### src/rtl/prio_irq_ctrl.sv
module prio_irq_ctrl #(
  parameter logic [7:0] MASK_AT_RESET = 8'hFF
) (
  input  logic       clk,
  input  logic       rst_n,
  input  logic       cs,
  input  logic       tcs,
  input  logic       a0,
  input  logic       rd,
  input  logic       wr,
  input  logic [7:0] din,
  output logic [7:0] dout,
  input  logic [7:0] req,
  output logic       irq,
  input  logic       ack,
  output logic [7:0] vec
);

  typedef enum logic [1:0] {S_RUN, S_BASE, S_CASC, S_EXTRA} seq_t;

  seq_t       seq;
  logic       need_extra, glob_lvl, sel_isr;
  logic [7:0] vbase, imr, isr, trs, edge_q, req_d;

  logic       wr_ctl, wr_aux, start, stsel, eoi, take;
  logic [7:0] lvl_en, irr, low_isr, allowed, cand, grant, rise;
  logic [2:0] gidx;

  assign wr_ctl = cs & wr & ~a0;
  assign wr_aux = cs & wr & a0;
  assign start  = wr_ctl & din[4];
  assign stsel  = wr_ctl & ~din[4] & din[3];
  assign eoi    = wr_ctl & (din == 8'h20);

  assign lvl_en  = {8{glob_lvl}} | trs;
  assign rise    = req & ~req_d;
  assign irr     = (lvl_en & req) | (~lvl_en & edge_q);
  assign low_isr = isr & (~isr + 8'd1);
  assign allowed = (isr == 8'd0) ? 8'hFF : (low_isr - 8'd1);
  assign cand    = irr & ~imr & allowed;
  assign grant   = cand & (~cand + 8'd1);
  assign irq     = |cand;
  assign take    = ack & irq;

  always_comb begin
    gidx = 3'd7;
    for (int i = 7; i >= 0; i--)
      if (cand[i]) gidx = i[2:0];
  end

  assign vec = {vbase[7:3], gidx};

  always_comb begin
    dout = 8'd0;
    if (rd && cs)       dout = a0 ? imr : (sel_isr ? isr : irr);
    else if (rd && tcs) dout = trs;
  end

  always_ff @(posedge clk or negedge rst_n) begin
    if (!rst_n) begin
      req_d  <= 8'd0;
      edge_q <= 8'd0;
    end else begin
      req_d  <= req;
      edge_q <= start ? 8'd0 : ((edge_q | rise) & ~(take ? grant : 8'd0));
    end
  end

  always_ff @(posedge clk or negedge rst_n) begin
    if (!rst_n) begin
      isr <= 8'd0;
    end else if (start) begin
      isr <= 8'd0;
    end else begin
      isr <= ((eoi ? (isr & ~low_isr) : isr)) | (take ? grant : 8'd0);
    end
  end

  always_ff @(posedge clk or negedge rst_n) begin
    if (!rst_n) begin
      seq        <= S_RUN;
      need_extra <= 1'b0;
      glob_lvl   <= 1'b0;
      sel_isr    <= 1'b0;
      vbase      <= 8'd0;
      imr        <= MASK_AT_RESET;
      trs        <= 8'd0;
    end else begin
      if (tcs && wr && !cs) trs <= din;
      if (start) begin
        seq        <= S_BASE;
        need_extra <= din[0];
        glob_lvl   <= din[3];
        sel_isr    <= 1'b0;
        imr        <= 8'd0;
      end else if (stsel && din[1]) begin
        sel_isr <= din[0];
      end else if (wr_aux) begin
        unique case (seq)
          S_BASE:  begin vbase <= din; seq <= S_CASC; end
          S_CASC:  seq <= need_extra ? S_EXTRA : S_RUN;
          S_EXTRA: seq <= S_RUN;
          default: imr <= din;
        endcase
      end
    end
  end


  start_clears_chk: assert property (@(posedge clk) disable iff (!rst_n)
    start |=> (isr == 8'd0) && (imr == 8'd0));


  mask_load_chk: assert property (@(posedge clk) disable iff (!rst_n)
    (wr_aux && seq == S_RUN && !start) |=> imr == $past(din));


  all_masked_quiet_chk: assert property (@(posedge clk) disable iff (!rst_n)
    (imr == 8'hFF) |-> !irq);


  ack_adds_one_chk: assert property (@(posedge clk) disable iff (!rst_n)
    (take && !wr_ctl) |=> $countones(isr) == $past($countones(isr)) + 1);


  spurious_ack_chk: assert property (@(posedge clk) disable iff (!rst_n)
    (ack && !irq && !wr_ctl) |=> $stable(isr));


  eoi_drops_one_chk: assert property (@(posedge clk) disable iff (!rst_n)
    (eoi && !ack && isr != 8'd0) |=> $countones(isr) == $past($countones(isr)) - 1);

endmodule

### config.mk
export PLATFORM = sky130hd
export DESIGN_NAME = prio_irq_ctrl
export DESIGN_NICKNAME = d
export VERILOG_FILES = /design/src/rtl/prio_irq_ctrl.sv
export SDC_FILE = /design/constraint.sdc
export NUM_CORES = 1
export LEC_CHECK = 0
export ABC_AREA = 1
export BUFFER_PORTS_ARGS = -buffer_cell sky130_fd_sc_hd__buf_2
export CAP_MARGIN = 20
export CORE_ASPECT_RATIO = 1.1
export CORE_MARGIN = 2
export CORE_UTILIZATION = 44
export DETAILED_ROUTE_END_ITERATION = 10
export PLACE_DENSITY = 0.61
export SETUP_SLACK_MARGIN = 0.1
export SLEW_MARGIN = 15
export SYNTH_ARGS = -nofsm -noshare
export SYNTH_HDL_FRONTEND = slang
export SYNTH_SLANG_ARGS = --single-unit
### constraint.sdc
create_clock -name clk -period 1.6 [get_ports clk]
set_input_delay 0 -clock clk [delete_from_list [all_inputs] [get_ports clk]]
set_output_delay 0 -clock clk [all_outputs]
set_load 0.01 [all_outputs]
==> After elaboration in Yosys (flattened, before gate mapping) <==
Cells that the tools add are included.
{ "word_totals": {"reg_bits": 53, "word_cells": 93} }
{ "op_classes": {"bitwise_logic": 32, "n_eq_ne": 6, "mux": 27, "reduce_logical": 15, "addsub": 3} }
{ "ops": {"columns": ["operator", "count"], "rows": [
  ["8-bit two-way mux", 13],
  ["8-bit AND", 9],
  ["8-bit inverter", 7],
  ["8-bit OR", 4],
  ["8-bit by 1-bit adder with 8-bit output, second input constant", 2],
  ["2-bit two-way mux", 6],
  ["3-bit two-way mux", 4],
  ["1-bit AND", 8],
  ["8-bit by 6-bit equality test with 1-bit output, second input constant", 1],
  ["8-bit zero test", 1],
  ["8-bit OR reduction", 1],
  ["8-bit by 1-bit subtractor with 8-bit output, second input constant", 1],
  ["2-bit case mux with 3 select lines", 1],
  ["3-bit AND reduction", 2],
  ["1-bit logical AND", 5],
  ["2-bit equality test, second input constant", 2],
  ["1-bit inverter", 4],
  ["4-bit AND reduction", 1],
  ["2-bit nonzero test", 2],
  ["4-bit nonzero test", 1],
  ["1-bit two-way mux", 3],
  ["3-bit OR reduction", 1],
  ["2-bit by 1-bit equality test with 1-bit output, second input constant", 1],
  ["2-bit by 1-bit inequality test with 1-bit output, second input constant", 1],
  ["2 further kinds", 2]
]} }

==> Depth between registers and ports, before layout <==
Gate-level depths: netlist of the first run.
{ "depth": {"depth_word": 13, "mapped_depth": 11, "depth_no_buf": 10} }

==> Worst setup path before layout of the first run <==
OpenSTA, ideal clock, no wires.
{ "synth_timing": {"path_type": "flip-flop to flip-flop", "startpoint": "register glob_lvl", "endpoint": "register edge_q[4]", "synth_period_minus_slack_ns": 1.397, "setup_ns": 0.114, "required_ns": 1.486, "path_stages_with_launch": 12, "setup_slack_ns": 0.203, "t_arrival_ns": 1.283, "path_cell_list": "dfrtp_1 buf_6 nor2_2 nand2_2 nand2_2 nand3_2 nand2_2 inv_2 nand2_2 nand4_2 nand3_1 inv_1"} }
{ "synth_between": {"elab_chain_cells": 13} }
{ "synth_rtl": {"columns": ["item", "line", "text"], "rows": [
  ["start: declaration", "22", "logic need_extra, glob_lvl, sel_isr;"],
  ["start signal: assignment", "93", "glob_lvl <= din[3];"],
  ["8-bit OR (*)", "35", "assign lvl_en = {8{glob_lvl}} | trs;"],
  ["8-bit inverter", "37", "assign irr = (lvl_en & req) | (~lvl_en & edge_q);"],
  ["8-bit AND", "37", null],
  ["8-bit OR (*)", "37", null],
  ["8-bit AND (*) (2 in series)", "40", "assign cand = irr & ~imr & allowed;"],
  ["8-bit inverter", "41", "assign grant = cand & (~cand + 8'd1);"],
  ["8-bit by 1-bit adder with 8-bit output", "41", null],
  ["8-bit AND", "41", null],
  ["8-bit two-way mux (*)", "65", "edge_q <= start ? 8'd0 : ((edge_q | rise) & ~(take ? grant : 8'd0));"],
  ["8-bit inverter (*)", "65", null],
  ["8-bit AND (*)", "65", null],
  ["8-bit two-way mux (*)", "65", null],
  ["end signal: assignment", "65", null],
  ["end: declaration", "23", "logic [7:0] vbase, imr, isr, trs, edge_q, req_d;"]
]} }
Every way passes the cells marked *; elsewhere a longest branch is shown, timed or not.
A chain may end at the register's enable or synchronous reset.

==> Worst setup path in the final report of the first run <==
{ "layout_timing": {"startpoint": "register isr[1]", "endpoint": "output port vec[0]"} }
{ "layout_between": {"elab_chain_cells": 13} }
{ "layout_rtl": {"columns": ["item", "line", "text"], "rows": [
  ["start: declaration", "23", null],
  ["start signal: assignment", "75", "isr <= ((eoi ? (isr & ~low_isr) : isr)) | (take ? grant : 8'd0);"],
  ["8-bit inverter", "38", "assign low_isr = isr & (~isr + 8'd1);"],
  ["8-bit by 1-bit adder with 8-bit output", "38", null],
  ["8-bit AND", "38", null],
  ["8-bit by 1-bit subtractor with 8-bit output", "39", "assign allowed = (isr == 8'd0) ? 8'hFF : (low_isr - 8'd1);"],
  ["8-bit two-way mux (*)", "39", null],
  ["8-bit AND (*)", "40", null],
  ["1-bit two-way mux", "48", "if (cand[i]) gidx = i[2:0];"],
  ["2-bit two-way mux (2 in series)", "48", null],
  ["3-bit two-way mux (3 in series)", "48", null],
  ["3-bit two-way mux (*)", "48", null],
  ["end: declaration", "16", "output logic [7:0] vec"]
]} }
Marked as above.

==> run summary, run 1 <==
Remaining global-route overflow - 0
Post-Syn Area - 2840 um^2
Final worst path period share - 1.11
Hold/Removal Path Class - in -> reg
I/O pin count - 41
Core area - 6190 um^2
Vias in the first global route - 2499
Worst Skew - 0.00666 ns
Setup CP Type - reg -> out
CP required - 1.60 ns
Rows - 30
RSZ-0062 raised after global routing - true
Unique masters post-synth - 34
Post-route ant nets - 0
CTS tree - yes
Syn-to-layout area delta - 36.4%
Clock Latency Late Sink - 0.31 ns
DIE AREA - 7110 um^2
Hpwl dp - 5340 um
Vias - 2676
Startpoint types - flip-flop
Top-area cell type share of the netlist area - 0.370
Clock Sinks - 50
Pin count of the biggest net entering global routing - 51
Share of cells above drive strength 1 - 0.386
Max clock buf depth - 2
Failing checks - setup timing
Pre-antenna DRT Iters - 5
WHS - 0.0127 ns
Wire length per cell - 14.8 um
Mean number of vias per cell - 5.15
Chip Width - 80.6 um
CP Data Arrival Time - 1.77 ns
Max Freq - 563 MHz
Port bufs - 40
VDD IR-drop max - 0.913 mV
Min Clock Period, post-route - 1.77 ns
Hold Vio Cnt, Final - 0
Setup tns final - -2.19 ns
Pre-CTS setup slack - -0.0258 ns
GP Congestion - 0.863
Max-slew violation count - 0
Clock Pin Slew Worst Setup and Hold Paths - 0.10 ns
# diodes - 0
Number of remaining DRC errors - 0
Clk root buf - clkbuf_8
Initial antenna violation count - 0
H-Tree Depth - 2
Setup violations, final - 24
DR iter-0 viols - 165
Post-Syn Area per Cell - 7.93 um^2
Power per cell area - 1680 nW/um^2
First-pass GRT wire length - 12200 um
Rel. slew slack - 0.653
Area leader, netlist - dfrtp_1
CP max FO - 4
Seq/Total Area, Yosys - 0.444
Crit end category - output pin
GRT Overall Usage - 0.226
#FFs+latches synth - 50
Die Y-Extent - 88.2 um
Synthesized Nets - 382
Worst-Margin Slew - 0.519 ns
Initial Util - 0.458
DRT Wirelength - 7680 um
Tot Pwr - 6.52 mW
CTS buffer count - 5
YS warnings - 0
Status - finished, violations left
Max Cap Viol - 0
Leading cell type in the layout, fill and taps excluded - inv_1
Most frequent cells in the layout - inv_1, dfrtp_1, buf_2
Final setup margin - -0.175 ns
LEAKAGE - 1.89 nW
Nets - 463
Fillers - 563
Top post-synthesis cells by area - dfrtp_1, inv_1, o21ai_0
Gate Count Post-Synth - 358
sequential cells by signal (all words and copies together), names as in the netlist:
signal / cells
glob_lvl: 1
seq: 2
trs: 8
req_d: 8
imr: 8
sel_isr: 1
isr: 8
edge_q: 8
need_extra: 1
vbase: 5
power breakdown:
group	switching, mW	internal, mW	total [mW]
logic	2.00	1.49	3.50
clock network	0.472	0.478	0.950
registers	0.338	1.74	2.08
total	2.81	3.71	6.52
critical path, stage by stage, from the launching register on:
cell      delay (ns)
dfrtp_1         0.42
nor2_2          0.16
nand2_2         0.12
nor2_4          0.14
nand3_4         0.09
a21oi_2         0.14
o21ai_1         0.10
a21boi_1        0.15
buf_2           0.15
stage by stage:
stage | cell area, um^2 | utilization | instances
3_5_place_dp | 3180 | 0.514 | 480
6_report | 3870 | 0.625 | 520
3_3_place_gp | 3180 | 0.514 | 480
4_1_cts | 3690 | 0.595 | 516
5_1_grt | 3870 | 0.625 | 520
2_1_floorplan | 2840 | - | 358
metal layers:
metal	wire, um	GRT usage
met1	3380	0.307
met2	3780	0.373
met3	330	0.0327
met4	200	0.0770
met5	0	0
kinds of logic after synthesis:
group / count (synthesis) / synth area share
flip-flops: 50 / 0.444
AO/OA/AOI/OAI: 96 / 0.188
buffers and inverters: 75 / 0.104
AND/OR/NAND/NOR: 137 / 0.263
final cells by class:
cell class | instances | area, um^2 | share of cell area
Tap cell | 80 | 100 | 0.0258
Multi-Input combinational cell | 233 | 1530 | 0.395
Clock inverter | 3 | 47.5 | 0.0123
Clock buffer | 5 | 68.8 | 0.0178
Sequential cell | 50 | 1260 | 0.326
Timing Repair Buffer | 81 | 603 | 0.156
Inverter | 68 | 258 | 0.0666
what timing repair did:
item	CTS	global route
buffers inserted	10	4
resized for setup	46	45
hold buffers	17	0
hold endpoints to repair	70	0
pin swaps	23	22
endpoints found under the setup margin	22	26
gates cloned	1	0
path summary, 6_finish.rpt:
check | slack, ns | from | end | cells after the start
worst max-delay path | -0.17 | isr[1] | vec[0] | 8
worst min-delay path | 0.01 | din[0] | imr[0] | 3
worst max register to register | -0.14 | isr[1] | edge_q[5] | 11
worst min register to register | 0.52 | need_extra | need_extra | 2
max in group asynchronous | 1.11 | rst_n | imr[3] | 3
min in group asynchronous | 0.20 | rst_n | edge_q[7] | 3
synth_stat cells, drive strengths merged:
cell and count:
a32oi 1, o21bai 3, a31oi 1, inv 68
nand4 6, dfrtp 42, nor2 47, nor3 1
o211ai 2, nor4 2, buf 3, o21ai 55
a21oi 25, a21boi 1, clkbuf 4, dfstp 8
o31ai 1, nand3 22, nand2 59, o22ai 7
No activity file was read; power rests on OpenSTA's default activity.
==> run 2, diff against run 1 <==
--- a/config.mk
+++ b/config.mk
@@ -10,9 +10,9 @@
 export CAP_MARGIN = 20
 export CORE_ASPECT_RATIO = 1.1
 export CORE_MARGIN = 2
-export CORE_UTILIZATION = 44
+export CORE_UTILIZATION = 57
 export DETAILED_ROUTE_END_ITERATION = 10
-export PLACE_DENSITY = 0.61
+export PLACE_DENSITY = 0.77
 export SETUP_SLACK_MARGIN = 0.1
 export SLEW_MARGIN = 15
 export SYNTH_ARGS = -nofsm -noshare
==> run 2 against run 1 <==
Against the previous run: the flow still finishes with violations (setup timing); via count up 4.2%; sequential share of layout area up 0.28 points; fmax down 3.9%; non-clock buffer count down 3; final cell count down 5.2%; sequential power about the same; core utilization up 19 points; clock skew down 0.00097 ns; critical endpoint unchanged; largest cell class unchanged.
==> run summary, run 2 (synthesized netlist as in run 1, its figures left out) <==
Initial antenna violation count - 0 (unchanged)
GP Congestion - 0.904 (+4.7%)
Post-route ant nets - 0 (unchanged)
Hold Vio Cnt, Final - 0 (unchanged)
Rel. slew slack - 0.662 (+0.00862)
Most frequent cells in the layout - inv_1, dfrtp_1, buf_2
Clock Pin Slew Worst Setup and Hold Paths - 0.09 ns (about the same)
Startpoint types - flip-flop
Pin count of the biggest net entering global routing - 32 (-37%)
Hold path depth - 3 (unchanged)
LEAKAGE - 1.88 nW (-0.83%)
Chip Width - 71.3 um (-12%)
Worst-Margin Slew - 0.506 ns (-0.0129 ns)
Clock Latency Late Sink - 0.31 ns (about the same)
CP max FO - 5 (+1)
Critical path startpoint - glob_lvl
Failing checks - setup timing
Pre-antenna DRT Iters - 5 (unchanged)
Power per cell area - 1690 nW/um^2 (+0.39%)
Core area - 4720 um^2 (-24%)
Hpwl dp - 5390 um (+0.95%)
Port bufs - 40 (unchanged)
Clock Sinks - 50 (unchanged)
CTS tree - yes
First-pass GRT wire length - 12300 um (+0.39%)
RSZ-0062 raised after global routing - true
DRT Wirelength - 8270 um (+7.6%)
# diodes - 0 (unchanged)
CP required - 1.60 ns (about the same)
Wire length per cell - 16.8 um (+14%)
Clk root buf - clkbuf_8
DIE AREA - 5560 um^2 (-22%)
Setup violations, final - 22 (-8.3%)
Initial Util - 0.602 (+0.143)
Number of remaining DRC errors - 0 (unchanged)
Rows - 26 (-13%)
Worst Reg-to-Reg Cells - 10 (-1)
CP Data Arrival Time - 1.85 ns (+0.08 ns)
Reg-to-Reg End - edge_q[4]
CTS buffer count - 5 (unchanged)
Max Cap Viol - 0 (unchanged)
VDD IR-drop max - 0.890 mV (-2.5%)
Worst Hold End - imr[7]
H-Tree Depth - 2 (unchanged)
FF-to-FF setup slack - -0.14 ns (about the same)
Vias - 2789 (+4.2%)
Nets - 460 (-0.65%)
Crit end category - output pin
Max Freq - 542 MHz (-3.9%)
Design Area, Final - 3840 um^2 (-0.84%)
Final worst path period share - 1.15 (+0.0448)
Vias in the first global route - 2556 (+2.3%)
Max-slew violation count - 0 (unchanged)
Final core occ - 0.814 (+0.189)
Die Y-Extent - 78.0 um (-12%)
Mean number of vias per cell - 5.66 (+9.9%)
Setup CP Type - reg -> out
DR iter-0 viols - 368 (+120%)
I/O pin count - 41 (unchanged)
Max clock buf depth - 2 (unchanged)
Share of cells above drive strength 1 - 0.382 (-0.00421)
Hold/Removal Path Class - in -> reg
Worst Skew - 0.00569 ns (-0.000972 ns)
Worst Hold Launch - din[7]
Leading cell type in the layout, fill and taps excluded - inv_1
Status - finished, violations left
Final setup margin - -0.247 ns (-0.0717 ns)
R2R Path Start - glob_lvl
Syn-to-layout area delta - 35.3%
Placed cell areas - 3150 um^2 (-0.94%)
Remaining global-route overflow - 0 (unchanged)
Min Clock Period, post-route - 1.85 ns (+0.0717 ns)
GRT Overall Usage - 0.286 (+0.0597)
==> run 2: power breakdown <==
| group | internal, mW | leakage, nW | switching, mW |
|---|---|---|---|
| combinational | 1.42 | 1.24 | 2.06 |
| sequential | 1.74 | 0.581 | 0.372 |
| clock | 0.467 | 0.0514 | 0.438 |
| total | 3.62 | 1.88 | 2.87 |
==> run 2: critical path, cell delays in order, from the launching register on <==
cell and delay [ns]:
dfrtp_2 0.50, clkbuf_16 0.19, o21ai_1 0.19, nand3_2 0.12, nor2_4 0.12, a21oi_2 0.06, o21ai_1 0.15, a21boi_1 0.08
buf_2 0.14
==> run 2: area by class of cell <==
class | count | area [um^2]
sequential | 50 | 1260
fill | 297 | 877
tap | 56 | 70.1
clock buffer | 6 | 72.6
inverter | 68 | 258
clock inverter | 2 | 37.5
timing repair buffer | 78 | 574
multi-input combinational | 233 | 1560
==> run 2: stage by stage <==
step / TNS (ns) / cells / total power, mW / hold WS [ns] / worst slack, ns
5_1_grt: -4.38 / 493 / 6.88 / 0.00906 / -0.339
4_1_cts: -1.31 / 486 / 5.74 / 0.000536 / -0.136
3_5_place_dp: -0.0405 / 456 / 4.53 / -0.0179 / -0.0258
6_report: -2.73 / 493 / 6.49 / 0.00352 / -0.247
3_3_place_gp: 0 / 456 / 4.48 / -0.0201 / 0.0326
2_1_floorplan: 0 / 358 / 3.78 / -0.296 / 0.203
==> run 2: worst max-delay path by stage <==
stage / end / slack [ns] / cells after the start
6_report: vec[0] / -0.25 / 8
5_1_grt: vec[0] / -0.34 / 8
4_1_cts: vec[0] / -0.14 / 9
3_5_place_dp: edge_q[4] / -0.03 / 11
3_3_place_gp: edge_q[4] / 0.03 / 11
2_1_floorplan: edge_q[4] / 0.20 / 11
==> run 2: repair_timing <==
action                                 in CTS  in global routing
gates resized for setup                    25                 66
gates cloned                                0                  1
endpoints found under the hold margin      35                  0
buffers inserted                            7                  6
setup endpoints to repair                  22                 26
pin swaps                                   7                 21
hold buffers                               15                  0
==> run 2: metal layers <==
metal,vias to the layer above,GRT usage,wire length (um)
met3,27,0.0526,480
met2,125,0.477,4150
met4,0,0.0981,213
met5,-,0,0
met1,1322,0.372,3430
li1,1315,-,-
==> run 3, diff against run 2 <==
--- a/config.mk
+++ b/config.mk
@@ -13,6 +13,7 @@
 export CORE_UTILIZATION = 57
 export DETAILED_ROUTE_END_ITERATION = 10
 export PLACE_DENSITY = 0.77
+export RECOVER_POWER = 50
 export SETUP_SLACK_MARGIN = 0.1
 export SLEW_MARGIN = 15
 export SYNTH_ARGS = -nofsm -noshare
==> run 3 against run 2 <==
Against the previous run: largest power group unchanged; clock skew barely moved; fmax fell by 0.64%; hold slack improved by 0.00093 ns; final area fell by 0.59%; the run still ends with setup timing left; non-clock buffer count did not move; combinational power barely moved; sequential power barely moved; clock power barely moved.
==> run summary, run 3 (synthesized netlist as in run 1, its figures left out) <==
Port bufs - 40 (unchanged)
Clk root buf - clkbuf_8
Clock Pin Slew Worst Setup and Hold Paths - 0.09 ns (about the same)
Remaining global-route overflow - 0 (unchanged)
Pre-antenna DRT Iters - 5 (unchanged)
Max-slew violation count - 0 (unchanged)
Rows - 26 (unchanged)
Combinational power share - 0.535 (about the same)
Worst-Margin Slew - 1.08 ns (+0.575 ns)
Design Area, Final - 3820 um^2 (-0.59%)
Crit end category - output pin
Vias in the first global route - 2556 (unchanged)
CTS tree - yes
Final non-filler cell total - 493 (unchanged)
GRT Overall Usage - 0.286 (unchanged)
Sw Ratio - 0.442 (about the same)
First-pass GRT wire length - 12300 um (unchanged)
Clock Sinks - 50 (unchanged)
Status - finished, violations left
Worst Reg-to-Reg Cells - 10 (unchanged)
Rel. slew slack - 0.279 (-0.382)
CP required - 1.60 ns (about the same)
Final setup margin - -0.258 ns (-0.0119 ns)
Max Freq - 538 MHz (-0.64%)
Failing checks - setup timing
# placed instances - 456 (unchanged)
DRT Wirelength - 8260 um (about the same)
Reg-to-Reg End - edge_q[5]
Vias - 2794 (+0.18%)
Placed cell areas - 3150 um^2 (unchanged)
H-Tree Depth - 2 (unchanged)
Power per cell area - 1700 nW/um^2 (+0.45%)
Number of remaining DRC errors - 0 (unchanged)
Max clock buf depth - 2 (unchanged)
Die Y-Extent - 78.0 um (unchanged)
Hpwl dp - 5390 um (unchanged)
Worst Skew - 0.00560 ns (-0.0000907 ns)
RSZ-0062 raised after global routing - true
CP Data Arrival Time - 1.86 ns (about the same)
Nets - 460 (unchanged)
Hold path depth - 3 (unchanged)
Critical Path Sink - vec[0]
Max Cap Viol - 0 (unchanged)
# diodes - 0 (unchanged)
VDD IR-drop max - 0.889 mV (-0.11%)
CP max FO - 5 (unchanged)
DR iter-0 viols - 324 (-12%)
Setup CP Type - reg -> out
Syn-to-layout area delta - 34.5%
Clock Latency Late Sink - 0.31 ns (about the same)
Min Clock Period, post-route - 1.86 ns (+0.0119 ns)
Storage cell area - 1260 um^2 (unchanged)
R2R Path Start - glob_lvl
Most frequent cells in the layout - inv_1, dfrtp_1, nand2_1
I/O pin count - 41 (unchanged)
Core area - 4720 um^2 (unchanged)
Hold/Removal Path Class - in -> reg
Initial antenna violation count - 0 (unchanged)
LEAKAGE - 1.85 nW (-1.4%)
Post-route ant nets - 0 (unchanged)
Share of cells above drive strength 1 - 0.362 (-0.0206)
CTS buffer count - 5 (unchanged)
Hold Vio Cnt, Final - 0 (unchanged)
Leading cell type in the layout, fill and taps excluded - inv_1
Wire length per cell - 16.8 um (about the same)
FF-to-FF setup slack - -0.14 ns (about the same)
Mean number of vias per cell - 5.67 (+0.18%)
DIE AREA - 5560 um^2 (unchanged)
Initial Util - 0.602 (unchanged)
Multi-input logic area - 1560 um^2 (unchanged)
Sw Pwr - 2.87 mW (about the same)
Startpoint types - flip-flop
Pin count of the biggest net entering global routing - 32 (unchanged)
Fillers - 306 (+3.0%)
Final worst path period share - 1.16 (+0.00745)
Chip Width - 71.3 um (unchanged)
Share of power burned in registers - 0.325 (about the same)
Critical path startpoint - glob_lvl
Setup violations, final - 22 (unchanged)
GP Congestion - 0.904 (unchanged)
Clock power share - 0.140 (about the same)
Cell internal pwr - 3.62 mW (-0.19%)
WHS - 0.00444 ns (+0.000926 ns)
run 3: changes by cell type in the layout (fill, tap and decap cells not counted):
cell	change
buf_2	-8
clkbuf_1	+8
buf_12	-1
buf_4	+1
inv_1	+1
inv_2	-1
run 3: critical path, stage by stage, from the launching register on:
cell       delay, ns
dfrtp_2         0.49
clkbuf_16       0.19
o21ai_1         0.19
nand3_2         0.12
nor2_4          0.12
a21oi_2         0.06
o21ai_1         0.15
a21boi_1        0.08
buf_2           0.14
run 3: power by group through the flow:
stage	clock network, mW	registers [mW]	logic (mW)
floorplan	0	2.01	1.78
global placement	0	2.05	2.43
detailed placement	0	2.05	2.48
CTS	0.913	2.04	2.78
global route	0.965	2.15	3.76
finish	0.905	2.11	3.47
run 3: metrics by stage:
stage | power, mW | util | setup TNS, ns | setup slack, ns
after floorplan | 3.78 | - | 0 | 0.203
after global placement | 4.48 | 0.668 | 0 | 0.0326
after detailed placement | 4.53 | 0.668 | -0.0405 | -0.0258
after CTS | 5.74 | 0.747 | -1.31 | -0.136
after global routing | 6.88 | 0.809 | -6.18 | -0.339
final | 6.48 | 0.809 | -2.80 | -0.258
run 3: what timing repair did:
| action | 4_1_cts | 5_1_grt |
|---|---|---|
| resized for setup | 25 | 66 |
| buffers inserted | 7 | 6 |
| pin swaps | 7 | 21 |
| endpoints found under the hold margin | 35 | 0 |
| gates cloned | 0 | 1 |
| hold buffers | 15 | 0 |
| setup endpoints to repair | 22 | 26 |
run 3: cell type report:
type	instances	area share
inverters	68	0.0675
clock inverters	2	0.00983
well taps	56	0.0184
multi-input cells	233	0.410
flip-flops and latches	50	0.331
repair buffers	78	0.145
clock buffers	6	0.0190
run 3: how the worst min path moves through the flow:
| stage | start | endpoint | slack [ns] |
|---|---|---|---|
| 6_report | din[3] | sel_isr | 0.004 |
| 5_1_grt | din[7] | imr[7] | 0.009 |
| 4_1_cts | din[7] | imr[7] | 0.0005 |
| 3_5_place_dp | rst_n | edge_q[4] | -0.02 |
| 3_3_place_gp | rst_n | req_d[5] | -0.02 |
| 2_1_floorplan | rst_n | edge_q[0] | -0.30 |
run 3: per-layer routing:
layer | part of all wire | vias to the layer above | global-route usage
li1 | - | 1316 | -
met1 | 0.41 | 1307 | 0.372
met2 | 0.50 | 126 | 0.477
met3 | 0.055 | 45 | 0.0526
met4 | 0.034 | 0 | 0.0981
met5 | 0 | - | 0
